==> src/rtl/pcu_pkg.sv <==
`timescale 1ns/1ps
package pcu_pkg;
  // Counter counts follow the register layout: global bits 0..3 and 32..34
  localparam int NUM_GP        = 4;
  localparam int NUM_FIX       = 3;
  localparam int NUM_CNT       = NUM_GP + NUM_FIX;
  localparam int DATA_W        = 64;
  localparam int ADDR_W        = 8;
  localparam int FIX_STAT_BASE = 32;

  // event-select bit positions
  localparam int ES_USR = 16;
  localparam int ES_OS  = 17;
  localparam int ES_INT = 20;
  localparam int ES_EN  = 22;

  // fixed control field layout
  localparam int FF_W   = 4;
  localparam int FF_OS  = 0;
  localparam int FF_USR = 1;
  localparam int FF_INT = 3;

  // address map
  localparam logic [ADDR_W-1:0] A_EVSEL = 8'h00;
  localparam logic [ADDR_W-1:0] A_GPCNT = 8'h10;
  localparam logic [ADDR_W-1:0] A_FXCNT = 8'h20;
  localparam logic [ADDR_W-1:0] A_FXCTL = 8'h30;
  localparam logic [ADDR_W-1:0] A_GCTL  = 8'h31;
  localparam logic [ADDR_W-1:0] A_GSTAT = 8'h32;
  localparam logic [ADDR_W-1:0] A_OVCLR = 8'h33;

  // strobes from control to datapath
  typedef struct packed {
    logic [NUM_CNT-1:0] load;
    logic [NUM_CNT-1:0] step;
  } dpCmd_t;
endpackage

==> src/rtl/pcu_datapath.sv <==
`timescale 1ns/1ps
module pcu_datapath
  import pcu_pkg::*;
#(
  parameter int CNT_W = 48
) (
  input  logic                              clk,
  input  logic                              rstN,
  input  dpCmd_t                            cmd,
  input  logic [CNT_W-1:0]                  loadVal,
  output logic [NUM_CNT-1:0][CNT_W-1:0]     cntVal,
  output logic [NUM_CNT-1:0]                wrapHit
);
  localparam logic [CNT_W-1:0] ALL_ONES = '1;

  logic [NUM_CNT-1:0][CNT_W-1:0] cnt;

  for (genvar k = 0; k < NUM_CNT; k++) begin : g_cnt
    always_ff @(posedge clk or negedge rstN) begin
      if (!rstN)            cnt[k] <= '0;
      else if (cmd.load[k]) cnt[k] <= loadVal;
      else if (cmd.step[k]) cnt[k] <= cnt[k] + 1'b1;
    end

    assign wrapHit[k] = cmd.step[k] && !cmd.load[k] && (cnt[k] == ALL_ONES);

    // a load lands regardless of a same-cycle step
    a_r10_load: assert property (@(posedge clk) disable iff (!rstN)
      cmd.load[k] |=> (cnt[k] == $past(loadVal)));
    // a step from all ones lands on zero
    a_r6_wrap: assert property (@(posedge clk) disable iff (!rstN)
      (cmd.step[k] && !cmd.load[k] && cnt[k] == ALL_ONES) |=> (cnt[k] == '0));
    // no strobe, no change
    a_r3_hold: assert property (@(posedge clk) disable iff (!rstN)
      (!cmd.step[k] && !cmd.load[k]) |=> $stable(cnt[k]));
  end

  assign cntVal = cnt;
endmodule

==> src/rtl/pcu_ctrl.sv <==
`timescale 1ns/1ps
module pcu_ctrl
  import pcu_pkg::*;
#(
  parameter int CNT_W   = 48,
  parameter int NUM_EVT = 8
) (
  input  logic                          clk,
  input  logic                          rstN,
  input  logic                          regWr,
  input  logic                          regRd,
  input  logic [ADDR_W-1:0]             regAddr,
  input  logic [DATA_W-1:0]             regWdata,
  output logic [DATA_W-1:0]             regRdata,
  input  logic [31:0]                   cntIdx,
  output logic [DATA_W-1:0]             cntIdxData,
  input  logic [NUM_EVT-1:0]            evtIn,
  input  logic [NUM_FIX-1:0]            fixEvt,
  input  logic                          privUser,
  input  logic [NUM_CNT-1:0][CNT_W-1:0] cntVal,
  input  logic [NUM_CNT-1:0]            wrapHit,
  output dpCmd_t                        cmd,
  output logic [CNT_W-1:0]              loadVal,
  output logic                          irq
);
  localparam int EVT_IDX_W = (NUM_EVT > 1) ? $clog2(NUM_EVT) : 1;

  logic [NUM_GP-1:0][DATA_W-1:0] evSel;
  logic [DATA_W-1:0] fixCtl, gCtl, gStat;
  logic [DATA_W-1:0] statNext, setMask, clrMask, irqMask;
  logic [DATA_W-1:0] rdNext, idxNext;
  logic [NUM_GP-1:0] wrEvSel;
  logic wrFix, wrGctl, wrClr;

  function automatic logic [DATA_W-1:0] zext(input logic [CNT_W-1:0] c);
    zext = '0;
    zext[CNT_W-1:0] = c;
  endfunction

  // write decode
  always_comb begin
    for (int i = 0; i < NUM_GP; i++)
      wrEvSel[i] = regWr && (regAddr == A_EVSEL + 8'(i));
    wrFix  = regWr && (regAddr == A_FXCTL);
    wrGctl = regWr && (regAddr == A_GCTL);
    wrClr  = regWr && (regAddr == A_OVCLR);
  end

  // counter strobes
  always_comb begin
    for (int i = 0; i < NUM_GP; i++) begin
      logic [7:0] code;
      logic hit, privOk;
      code   = evSel[i][7:0];
      hit    = (int'(code) < NUM_EVT) && evtIn[code[EVT_IDX_W-1:0]];
      privOk = privUser ? evSel[i][ES_USR] : evSel[i][ES_OS];
      cmd.step[i] = gCtl[i] && evSel[i][ES_EN] && privOk && hit;
      cmd.load[i] = regWr && (regAddr == A_GPCNT + 8'(i));
    end
    for (int j = 0; j < NUM_FIX; j++) begin
      logic [FF_W-1:0] fld;
      logic privOk;
      fld    = fixCtl[FF_W*j +: FF_W];
      privOk = privUser ? fld[FF_USR] : fld[FF_OS];
      cmd.step[NUM_GP+j] = gCtl[FIX_STAT_BASE+j] && privOk && fixEvt[j];
      cmd.load[NUM_GP+j] = regWr && (regAddr == A_FXCNT + 8'(j));
    end
  end

  assign loadVal = regWdata[CNT_W-1:0];

  // overflow status and interrupt masks
  always_comb begin
    setMask = '0;
    irqMask = '0;
    for (int i = 0; i < NUM_GP; i++) begin
      setMask[i] = wrapHit[i];
      irqMask[i] = evSel[i][ES_INT];
    end
    for (int j = 0; j < NUM_FIX; j++) begin
      setMask[FIX_STAT_BASE+j] = wrapHit[NUM_GP+j];
      irqMask[FIX_STAT_BASE+j] = fixCtl[FF_W*j+FF_INT];
    end
    clrMask  = wrClr ? regWdata : '0;
    statNext = (gStat & ~clrMask) | setMask;
  end

  always_ff @(posedge clk or negedge rstN) begin
    if (!rstN) begin
      evSel  <= '0;
      fixCtl <= '0;
      gCtl   <= '0;
      gStat  <= '0;
    end else begin
      for (int i = 0; i < NUM_GP; i++)
        if (wrEvSel[i]) evSel[i] <= regWdata;
      if (wrFix)  fixCtl <= regWdata;
      if (wrGctl) gCtl   <= regWdata;
      gStat <= statNext;
    end
  end

  assign irq = |(gStat & irqMask);

  // register read mux
  always_comb begin
    rdNext = '0;
    for (int i = 0; i < NUM_GP; i++) begin
      if (regAddr == A_EVSEL + 8'(i)) rdNext = evSel[i];
      if (regAddr == A_GPCNT + 8'(i)) rdNext = zext(cntVal[i]);
    end
    for (int j = 0; j < NUM_FIX; j++)
      if (regAddr == A_FXCNT + 8'(j)) rdNext = zext(cntVal[NUM_GP+j]);
    if (regAddr == A_FXCTL) rdNext = fixCtl;
    if (regAddr == A_GCTL)  rdNext = gCtl;
    if (regAddr == A_GSTAT) rdNext = gStat;
  end

  // read-by-index mux
  always_comb begin
    idxNext = '0;
    if (!cntIdx[31]) begin
      if (cntIdx[30]) begin
        for (int j = 0; j < NUM_FIX; j++)
          if (cntIdx[29:0] == 30'(j)) idxNext = zext(cntVal[NUM_GP+j]);
      end else begin
        for (int i = 0; i < NUM_GP; i++)
          if (cntIdx[29:0] == 30'(i)) idxNext = zext(cntVal[i]);
      end
    end
  end

  always_ff @(posedge clk or negedge rstN) begin
    if (!rstN) begin
      regRdata   <= '0;
      cntIdxData <= '0;
    end else begin
      if (regRd) regRdata <= rdNext;
      cntIdxData <= idxNext;
    end
  end

  // with no wrap in flight, cleared bits are gone next cycle
  a_r7_clear: assert property (@(posedge clk) disable iff (!rstN)
    (wrClr && wrapHit == '0) |=> ((gStat & $past(regWdata)) == '0));

  // with nothing flagged the interrupt stays low
  a_r8_quiet: assert property (@(posedge clk) disable iff (!rstN)
    (gStat == '0) |-> !irq);

  for (genvar i = 0; i < NUM_GP; i++) begin : g_gpchk
    // a wrap flags its status bit
    a_r6_stat: assert property (@(posedge clk) disable iff (!rstN)
      wrapHit[i] |=> gStat[i]);
    // a zero event-select stops counting next cycle
    a_r11_stop: assert property (@(posedge clk) disable iff (!rstN)
      (regWr && regAddr == A_EVSEL + 8'(i) && regWdata == '0) |=> !cmd.step[i]);
  end

  for (genvar j = 0; j < NUM_FIX; j++) begin : g_fxchk
    // dedicated wrap flags bit 32+j
    a_r6_fstat: assert property (@(posedge clk) disable iff (!rstN)
      wrapHit[NUM_GP+j] |=> gStat[FIX_STAT_BASE+j]);
  end
endmodule

==> src/rtl/perf_count_unit.sv <==
`timescale 1ns/1ps
module perf_count_unit
  import pcu_pkg::*;
#(
  parameter int CNT_W   = 48,
  parameter int NUM_EVT = 8
) (
  input  logic               clk,
  input  logic               rstN,
  input  logic               regWr,
  input  logic               regRd,
  input  logic [7:0]         regAddr,
  input  logic [63:0]        regWdata,
  output logic [63:0]        regRdata,
  input  logic [31:0]        cntIdx,
  output logic [63:0]        cntIdxData,
  input  logic [NUM_EVT-1:0] evtIn,
  input  logic [2:0]         fixEvt,
  input  logic               privUser,
  output logic               irq
);
  dpCmd_t                        cmd;
  logic [CNT_W-1:0]              loadVal;
  logic [NUM_CNT-1:0][CNT_W-1:0] cntVal;
  logic [NUM_CNT-1:0]            wrapHit;

  pcu_ctrl #(.CNT_W(CNT_W), .NUM_EVT(NUM_EVT)) uCtrl (
    .clk(clk), .rstN(rstN), .regWr(regWr), .regRd(regRd), .regAddr(regAddr),
    .regWdata(regWdata), .regRdata(regRdata), .cntIdx(cntIdx),
    .cntIdxData(cntIdxData), .evtIn(evtIn), .fixEvt(fixEvt),
    .privUser(privUser), .cntVal(cntVal), .wrapHit(wrapHit), .cmd(cmd),
    .loadVal(loadVal), .irq(irq)
  );

  pcu_datapath #(.CNT_W(CNT_W)) uDp (
    .clk(clk), .rstN(rstN), .cmd(cmd), .loadVal(loadVal),
    .cntVal(cntVal), .wrapHit(wrapHit)
  );
endmodule

==> config.mk <==
export PLATFORM = sky130hd
export DESIGN_NAME = perf_count_unit
export DESIGN_NICKNAME = d
export VERILOG_FILES = /design/src/rtl/pcu_pkg.sv /design/src/rtl/pcu_datapath.sv /design/src/rtl/pcu_ctrl.sv /design/src/rtl/perf_count_unit.sv
export SDC_FILE = /design/constraint.sdc
export NUM_CORES = 2
export LEC_CHECK = 0
export CELL_PAD_IN_SITES_DETAIL_PLACEMENT = 0
export CELL_PAD_IN_SITES_GLOBAL_PLACEMENT = 1
export CORE_ASPECT_RATIO = 1.75
export CORE_MARGIN = 1.5
export CORE_UTILIZATION = 45
export DETAILED_ROUTE_END_ITERATION = 10
export GPL_TIMING_DRIVEN = 0
export PLACE_DENSITY_LB_ADDON = 0.1
export SYNTH_ARGS = -nofsm -noshare
export SYNTH_HDL_FRONTEND = slang
export SYNTH_HIERARCHICAL = 1
export SYNTH_SLANG_ARGS = --single-unit
==> constraint.sdc <==
create_clock -name clk -period 3.6 [get_ports clk]
set_clock_uncertainty 0.05 [all_clocks]
set_input_delay 0.9 -clock clk [delete_from_list [all_inputs] [get_ports clk]]
set_output_delay 0.9 -clock clk [all_outputs]
set_load 0.005 [all_outputs]
==> flow_metrics.env <==
export IMPL_post_place_ws_ps=-3360
export IMPL_fillers=10350
export IMPL_dieArea_um2=113500
export IMPL_initial_utilization=0.4551
export IMPL_synthFlopType="dfrtp_1"
export IMPL_cp_max_fo=10
export IMPL_drive_above_1_share=0.1513
export IMPL_die_w_um=255.4
export IMPL_synth_area_leader_cell="dfrtp_1"
export IMPL_synth_compound_area_share=0.1681
export IMPL_drt_iter0_markers=6807
export IMPL_numCtsBuffers=90
export IMPL_powerDensity_nw_per_um2=409.9
export IMPL_fin_nets=5757
export IMPL_drt_wl_total_mm=283.0
export IMPL_netlist_area_um2=50150
export IMPL_path_cells="clkbuf_1 -> buf_1 -> mux2i_1 -> o21ai_0 -> mux2i_1 -> nor2b_1"
export IMPL_grt_pass1_vias=47790
export IMPL_wl_per_cell_um=39.40
export IMPL_r2r_slack_ps=40
export IMPL_final_util=0.5337
export IMPL_syn_to_final_growth_pct=17.26
export IMPL_async_reset_ff_frac=1.000
export IMPL_hold_class="primary input to asynchronous set/reset pin"
export IMPL_track_usage=0.4919
export IMPL_fin_ws_ps=-308.9
export IMPL_routed_via_count=49350
export IMPL_critPathArrivalTime_ps=4500
export IMPL_yosysWarnings=6
export IMPL_cp_data_required_time_ps=4200
export IMPL_rsz0062_at_grt="yes"
export IMPL_slowest_stage="o21ai_0"
export IMPL_gp_congestion=1.048
export IMPL_ys_seq_elements=896
export IMPL_finalInstanceArea_um2=58810
export IMPL_critPathBufInv=2
export IMPL_violations="max-capacitance violations, negative setup slack"
export IMPL_cts_tree="built"
export IMPL_ir_worst_vdd_uv=413.1
export IMPL_syn_avg_cell_area_um2=9.536
export IMPL_h_tree_depth=3
export IMPL_overflow=0
export IMPL_final_cell_mix="dfrtp_1 (895), o21ai_0 (534), nand2_1 (508), mux2_2 (313), nor2_1 (296)"
export IMPL_synth_top_family_by_area="compound AO/OA/AOI/OAI gates"
export IMPL_synthAdderAreaFrac=0.001746
export IMPL_clk_pin_slew_ps=60
export IMPL_seq_area_frac_synth=0.4471
export IMPL_clk_latency_ps=740
export IMPL_ant_nets=0
export IMPL_antenna_found_initial=24
export IMPL_final_setup_viol_count=75
export IMPL_fp_row_count=161
export IMPL_hpwl_mm=221.4
export IMPL_syn_inst=5259
export IMPL_clock_sinks=896
export IMPL_yosys_cell_types_count=87
export IMPL_hold_viol_final=0
export IMPL_cts_max_path_buffers=3
export IMPL_yosysTopAreaCellShare=0.4471
export IMPL_netlist_top_cells_area="dfrtp_1 (45%), mux2_2 (7.0%), o21ai_0 (5.3%), nand2_1 (3.9%), xnor2_1 (3.6%)"
export IMPL_final_common_cell="dfrtp_1"
export IMPL_drv_slew=0
export IMPL_timing_final_crit_share=1.086
export IMPL_crit_type="primary input to register"
export IMPL_placedInstanceArea_um2=54670
export IMPL_maxSlewHeadroom=0.001879
export IMPL_worst_pin_slew_ps=1482
export IMPL_drt_vias_per_instance=6.872
export IMPL_period_needed_ps=3909
export IMPL_grt_pass1_wl_mm=385.8
export IMPL_remaining_drc_errors=0
export IMPL_cts_root_buf="clkbuf_16"
export IMPL_io_pins=249
export IMPL_drtPass1Iterations=8
export IMPL_max_stage_delay_ps=1210
export IMPL_critical_path_top_delay_family="buffers and inverters"
export IMPL_grt_max_degree=121
export IMPL_p_leak_nw=24.55
export IMPL_max_freq_ghz=0.2558
export IMPL_setup_worst_path_start_class="primary input"
export IMPL_timing_hold_ws_ps=82.01
export IMPL_synth_edff_count=0
export IMPL_status="finished with violations"
export IMPL_tns_ps=-3259
export IMPL_synth_xor_area_share=0.05327
export IMPL_core_area_um2=110200
export IMPL_ff2ff_path_depth=10
export IMPL_cap_violations=1
export IMPL_r2r_start="uCtrl/evSel[214]"
export IMPL_io_buffer_count=227
export IMPL_synthMuxAreaShare=0.1267
export IMPL_endpoint_kind="register"
export IMPL_r2r_end="uCtrl/gStat[3]"
export IMPL_die_h_um=444.6
export IMPL_synth_simple_area_share=0.1543
export IMPL_critPathMostFrequentCell="mux2i_1"
[kinds of logic after synthesis]
family          Yosys count
compound gates         1397
xor+xnor                305
fa+ha+maj                 7
buf+inv                 543
flops                   896
mux                     564
other cells               1
simple gates           1546
[worst max-delay path by stage]
stage | from | to | slack (ps) | cells after the start
2_1_floorplan | privUser | uDp/cntVal[137] | 40 | 10
3_3_place_gp | rstN | uDp/cntVal[233] | -40670 | 1
3_5_place_dp | regAddr[1] | uDp/cntVal[43] | -3360 | 10
4_1_cts | evtIn[0] | uDp/cntVal[43] | -10 | 12
5_1_grt | regAddr[5] | uCtrl/evSel[119] | -30 | 7
6_report | cntIdx[1] | uCtrl/cntIdxData[34] | -310 | 6
[power breakdown]
group / switching (mW) / leakage [nW] / internal (mW)
registers: 0.732 / 12.2 / 10.5
clock network: 4.49 / 1.54 / 5.96
logic: 1.55 / 10.8 / 0.869
[flip-flops by register name, indices dropped and copies added (netlist names)]
name              flops
uCtrl/evSel         256
uCtrl/gStat          64
uCtrl/gCtl           64
uCtrl/cntIdxData     48
uCtrl/regRdata       64
uDp/cntVal          336
uCtrl/fixCtl         64
[Yosys cell counts (all sizes together) (11+ instances only)]
master	n
inv	79
xnor2	205
or3	23
a21oi	242
nand3	130
nor3	89
buf	185
o22ai	150
a22oi	49
dfrtp	896
o221ai	27
o211ai	30
and4	50
and2	21
a31oi	53
nand2	518
mux2	466
o32ai	31
nand4	108
a21o	26
clkbuf	276
a221oi	47
mux2i	88
o21ai	585
xor2	100
and3	88
a32oi	24
a21boi	59
or4	28
nor4b	11
nor4	124
nor2	309
[timing repair]
action,CTS,global route
endpoints found under the setup margin,395,289
resized for setup,172,110
hold buffers,0,0
pin swaps,13,14
buffers inserted,18,14
[worst register-to-register path, stage by stage, from the launching register on]
cell      delay (ps)
dfrtp_1          590
nor4b_1          330
nand2_1          150
nor3_4           370
nand4_1          170
buf_4            240
or2_2            300
clkbuf_1         190
nor4_1           540
and2_4           440
a21o_1           130
[layer usage]
| layer | track usage | up-vias | routed length (um) |
|---|---|---|---|
| met5 | 0.005556 | - | 129 |
| met3 | 0.1178 | 1220 | 26880 |
| met4 | 0.4939 | 8 | 35370 |
| li1 | - | 19910 | - |
| met2 | 0.7533 | 3587 | 124300 |
| met1 | 0.5525 | 24630 | 96260 |
[cell type report]
cell class | count | area [um^2] | share of cell area
multi-input combinational | 3835 | 25860 | 0.4397
sequential | 896 | 22420 | 0.3813
timing repair buffer | 275 | 2840 | 0.04830
clock buffer | 127 | 2594 | 0.04410
buffer | 450 | 2365 | 0.04021
tap | 1467 | 1836 | 0.03121
clock inverter | 34 | 544.3 | 0.009255
inverter | 82 | 310.3 | 0.005276
antenna | 16 | 40.04 | 0.0006808
[per-stage QoR]
step | instances | power [mW]
after floorplan | 5274 | 12.10
after CTS | 7154 | 23.97
after global placement | 6968 | 13.61
final | 7182 | 24.11
after global routing | 7168 | 24.62
after detailed placement | 6983 | 13.64
Power figures use the tool's default switching activity.
